===== src/rtl/sld_pkg.sv =====
package sld_pkg;
  typedef enum logic {POL_HIGH = 1'b0, POL_LOW = 1'b1} pol_e;

  // level driven on a line given whether it is selected
  function automatic logic line_level(input logic selected, input pol_e pol);
    return selected ^ (pol == POL_LOW);
  endfunction

  // level every line takes while inhibited
  function automatic logic idle_level(input pol_e pol);
    return (pol == POL_LOW);
  endfunction
endpackage


===== src/rtl/sld_code_hold.sv =====
module sld_code_hold #(
  parameter int CODE_W = 4
) (
  input  logic              clk,
  input  logic              rst_n,
  input  logic              strobe,
  input  logic [CODE_W-1:0] data_in,
  output logic [CODE_W-1:0] held_q,
  output logic [CODE_W-1:0] code_eff
);
  always_ff @(posedge clk or negedge rst_n) begin
    if (!rst_n)      held_q <= '0;
    else if (strobe) held_q <= data_in;
  end

  // open strobe passes data straight through
  assign code_eff = strobe ? data_in : held_q;
endmodule


===== src/rtl/sld_onehot_dec.sv =====
module sld_onehot_dec #(
  parameter int CODE_W = 4,
  localparam int LINES = 1 << CODE_W
) (
  input  logic [CODE_W-1:0] code,
  output logic [LINES-1:0]  hit
);
  for (genvar i = 0; i < LINES; i++) begin : g_line
    assign hit[i] = (code == CODE_W'(i));
  end
endmodule


===== src/rtl/sld_out_gate.sv =====
module sld_out_gate #(
  parameter int LINES = 16,
  parameter sld_pkg::pol_e POLARITY = sld_pkg::POL_HIGH
) (
  input  logic [LINES-1:0] hit,
  input  logic             inhibit,
  output logic [LINES-1:0] sel_out
);
  for (genvar i = 0; i < LINES; i++) begin : g_gate
    assign sel_out[i] = inhibit ? sld_pkg::idle_level(POLARITY)
                                : sld_pkg::line_level(hit[i], POLARITY);
  end
endmodule


===== src/rtl/strobe_latch_decoder.sv =====
module strobe_latch_decoder #(
  parameter int CODE_W = 4,
  parameter sld_pkg::pol_e POLARITY = sld_pkg::POL_HIGH,
  localparam int LINES = 1 << CODE_W
) (
  input  logic              clk,
  input  logic              rst_n,
  input  logic [CODE_W-1:0] data_in,
  input  logic              strobe,
  input  logic              inhibit,
  output logic [LINES-1:0]  sel_out
);
  logic [CODE_W-1:0] held_q;
  logic [CODE_W-1:0] code_eff;
  logic [LINES-1:0]  hit_vec;

  sld_code_hold #(.CODE_W(CODE_W)) u_hold (
    .clk(clk), .rst_n(rst_n), .strobe(strobe), .data_in(data_in),
    .held_q(held_q), .code_eff(code_eff)
  );

  sld_onehot_dec #(.CODE_W(CODE_W)) u_dec (
    .code(code_eff), .hit(hit_vec)
  );

  sld_out_gate #(.LINES(LINES), .POLARITY(POLARITY)) u_gate (
    .hit(hit_vec), .inhibit(inhibit), .sel_out(sel_out)
  );
endmodule


===== config.mk =====
export PLATFORM = sky130hd
export DESIGN_NAME = strobe_latch_decoder
export DESIGN_NICKNAME = d
export VERILOG_FILES = /design/src/rtl/sld_pkg.sv /design/src/rtl/sld_code_hold.sv /design/src/rtl/sld_onehot_dec.sv /design/src/rtl/sld_out_gate.sv /design/src/rtl/strobe_latch_decoder.sv
export SDC_FILE = /design/constraint.sdc
export NUM_CORES = 1
export LEC_CHECK = 0
export ABC_AREA = 1
export BUFFER_PORTS_ARGS = -buffer_cell sky130_fd_sc_hd__buf_2
export CORE_AREA = 2 2 39 41
export DETAILED_ROUTE_END_ITERATION = 8
export DIE_AREA = 0 0 41 43
export PLACE_DENSITY_LB_ADDON = 0.12
export RECOVER_POWER = 25
export SLEW_MARGIN = 20
export SYNTH_ARGS = -nofsm -noshare
export SYNTH_HDL_FRONTEND = slang
export SYNTH_HIERARCHICAL = 1
export SYNTH_SLANG_ARGS = --single-unit

===== constraint.sdc =====
create_clock -name clk -period 0.85 [get_ports clk]
set_input_delay 0.0425 -clock clk [delete_from_list [all_inputs] [get_ports clk]]
set_output_delay 0.0425 -clock clk [all_outputs]
set_load 0.01 [all_outputs]

Word level (Yosys, flattened, before mapping)

Index checks and enable logic that the tools add are counted.

Flip-flop bits (word level): 4
Bits of input ports: 8
Output and inout bits: 16

Equal/unequal tests: 15
Mux-type cells: 17
Reduce and logical (&&, ||, !) cells: 1

Operators by type and width:

| cell                                           | number |
|---|---|
| == test 4 bit (second input constant)          | 8 |
| == test 4 x 3 -> 1 bit (second input constant) | 4 |
| 2-to-1 mux 1 bit                               | 16 |
| == test 4 x 2 -> 1 bit (second input constant) | 2 |
| == test 4 x 1 -> 1 bit (second input constant) | 1 |
| zero test 4 bit                                | 1 |
| 2-to-1 mux 4 bit                               | 1 |

Depth between registers and ports, before layout

Depth in word-level cells: 3
Mapped depth: 8

By module

Netlist, hierarchy kept.

Modules (own cells, without submodules):

| module         | instances | cells each | area an instance (um^2) |
|---|---|---|---|
| sld_out_gate   | 1         | 34         | 153.9 |
| sld_code_hold  | 1         | 17         | 148.9 |
| sld_onehot_dec | 1         | 28         | 105.1 |

Worst setup path after synthesis

OpenSTA, ideal clock, no wires.

Path type: reg-to-output
Start: register u_hold.held_q[0]
End: output port sel_out[10]
Data arrival time: 0.914 ns
Required time: 0.808 ns
Slack: -0.107 ns
Stages on the path, launching flop included: 8
Path buffers: 0
Cells stage by stage: dfrtp_1 -> nand2_1 -> nand2_1 -> inv_1 -> nand2_1 -> nor2_1 -> inv_1 -> nor2_1

Longest elaborated chain between the ends: 3

RTL lines:

| element                | line                       | text |
|---|---|---|
| start, declared        | sld_code_hold.sv:8         | `output logic [CODE_W-1:0] held_q,` |
| start signal, assigned | sld_code_hold.sv:13        | `else if (strobe) held_q <= data_in;` |
| 2-to-1 mux 4 bit       | -                          |  |
| net code_eff[0]        | strobe_latch_decoder.sv:14 | `logic [CODE_W-1:0] code_eff;` |
| == test 4 bit          | sld_onehot_dec.sv:9        | `assign hit[i] = (code == CODE_W'(i));` |
| net hit_vec[10]        | strobe_latch_decoder.sv:15 | `logic [LINES-1:0] hit_vec;` |
| 2-to-1 mux 1 bit       | sld_out_gate.sv:10         | `assign sel_out[i] = inhibit ? sld_pkg::idle_level(POLARITY)` |
| end, declared          | strobe_latch_decoder.sv:11 | `output logic [LINES-1:0] sel_out` |

The timed path passes the listed nets, and every way through them passes these cells.

Final worst setup path

Start: register u_hold.held_q[2]
End: output port sel_out[12]

Same word-level chain as after synthesis.

==> flow_metrics.tcl <==
set metrics [dict create \
    outcome "complete, but fails checks" \
    violations "setup timing" \
    port_buffers 23 \
    combPwrFrac_pct 43.6 \
    p_sw_uw 289 \
    yosys.area_share.adder_pct 0 \
    drive_gt1_share_pct 64.9 \
    slew_viol_final 0 \
    startpoint_type "register" \
    fillers 140 \
    viasPerCell 4.16 \
    netlist_area_sq_um 408 \
    wl_per_cell_um 8.42 \
    insertion_delay_ns 0.23 \
    maxCapViolCount 0 \
    clock_sinks 4 \
    worstMarginPinSlew_ns 0.410 \
    ys_warn_count 6 \
    critPathArrivalTime_ns 1.27 \
    worst-path-max-fanout 4 \
    vias 528 \
    num-nets-final 121 \
    layout_commonest_cell "nor2_2" \
    top_regs "u_hold/held_q x4" \
    grt_max_degree 17 \
    setup_viol 16 \
    multiInputGateArea_sq_um 324 \
    grt_pass1_vias 410 \
    io-pin-count 24 \
    die_y_um 43 \
    rows 14 \
    powerDensity_mw_per_mm2 1070 \
    cp_data_required_time_ns 0.81 \
    fin_tns_setup_ns -7.04 \
    dr.first_iter.drc_count 2 \
    power_frac_clock_pct 29.5 \
    fmax_ghz 0.764 \
    path_class "register to output port" \
    ant_nets 0 \
    synth.distinct_cells 8 \
    maxSlewHeadroom_pct 72.7 \
    syn_nets 87 \
    hold_path.class "primary input to register" \
    dp_hpwl_um 740 \
    wl_um 1070 \
    syn2layout_area_growth_pct 80.7 \
    ff2ff_setup_slack_ns 0.08 \
    initial_core_util_pct 29.5 \
    gp_congestion 0.778 \
    largest_register_ff_count 4 \
    finalWorstPathRequiredPeriod_ns 1.31 \
    rsz0062_at_grt "yes" \
    grt_overflow_total 0 \
    synth-seq-cells 4 \
    die_x_um 41 \
    yosysSeqAreaShare_pct 24.5 \
    antenna_found_initial 0 \
    clk_pin_slew_ns 0.04 \
    drc 0 \
    cellLeakagePower_nw 0.378 \
    seqPwrFrac_pct 26.9 \
    synth_xor_area_share_pct 0 \
    postSynthCellCount 79 \
    swShare_pct 36.6 \
    endpoint_kind "output port" \
    numCtsBuffers 3 \
    post-route-util_pct 53.3 \
    p_total_uw 790 \
    period_share_pct 154 \
    ir_worst_vdd_v 0.000675 \
    grt_usage_pct 13.3 \
    cts_buffer_depth 2 \
    synth_compound_area_share_pct 0 \
    root_buffer "clkbuf_4" \
    core_area_sq_mm 0.00138 \
    internal_power_uw 500 \
    worst_slack_ns -0.459 \
    layout_common_cells "nor2_2 (23), buf_2 (22), inv_1 (15)" \
    synth_top_family_by_area "simple AND/OR/NAND/NOR gates" \
    synth_mux_area_share_pct 0 \
    seq_area_sq_um 100 \
    diodes 0 \
    finalClockSkew_ns 0 \
    synthSimpleGateAreaFrac_pct 49.7 \
    hold_viol 0 \
    top_register "u_hold/held_q" \
    cts-htree-levels 1 \
    avgSynthCellArea_sq_um 5.16 \
    dieArea_sq_mm 0.00176 \
    grt_pass1_wl_um 1600 \
    cts_tree "yes" \
    firstDrtPassIters 2 \
]
-- stage by stage --
step                instance area, sq um  setup WS (ns)  hold slack [ns]  std cells
floorplan                            465        -0.0728           -0.253         79
global placement                     582         -0.203           -0.147        117
detailed placement                   582         -0.207           -0.145        117
CTS                                  652         -0.457           0.0845        124
global route                         737         -0.557            0.104        127
finish                               737         -0.459           0.0751        127
-- cells by family after synthesis --
kind of cell	count (synthesis)
buf+inv	23
flops	4
simple gates	52
-- path summary, 6_finish.rpt --
check,from,endpoint,cells past startpoint
max,u_hold/held_q[2],sel_out[12],7
min,data_in[3],u_hold/held_q[3],3
max reg2reg,u_hold/held_q[2],u_hold/held_q[2],3
min reg2reg,u_hold/held_q[3],u_hold/held_q[3],2
max in group asynchronous,rst_n,u_hold/held_q[3],2
min in group asynchronous,rst_n,u_hold/held_q[1],2
-- worst max-delay path, stage by stage, from the launching register on --
cell     delay (ns)
dfrtp_1        0.31
nand2_1        0.05
nand2_2        0.12
nand2_1        0.16
nor2_1         0.13
inv_1          0.05
nor2_2         0.07
buf_2          0.13
-- synth_stat cells --
library cell	number	area (sq um)
buf_6	1	11.3
nor2_1	29	109
inv_2	1	3.75
inv_1	20	75.1
dfrtp_1	4	100
buf_8	1	15.0
nor2_2	3	18.8
nand2_1	20	75.1
-- repair_timing --
item | CTS | global route
gates resized for setup | 3 | 19
hold buffers | 1 | 0
pin swaps | 16 | 12
setup buffers | 3 | 3
setup endpoints to repair | 16 | 16
endpoints found under the hold margin | 4 | 0
-- cell type report --
cell class	count	area share (%)
clock buffer	3	3.06
multi-input combinational	52	44.0
timing repair buffer	31	25.0
inverter	21	11.7
sequential	4	13.6
tap	16	2.72
-- layer usage --
metal  share of wire (%)  up-vias  track usage, %
li1                    -      282               -
met4                   0        0            6.00
met5                   0        -               0
met2                  52       12            19.1
met3                 3.8        0            4.71
met1                  44      234            17.1
-- power by group through the flow --
stage	clock, mW	sequential, mW	combinational (mW)
after CTS	0.241	0.212	0.267
after global routing	0.248	0.214	0.378
after floorplan	0	0.214	0.177
after global placement	0	0.214	0.231
final	0.233	0.212	0.344
after detailed placement	0	0.215	0.232
No activity file was read; power rests on OpenSTA's default activity.
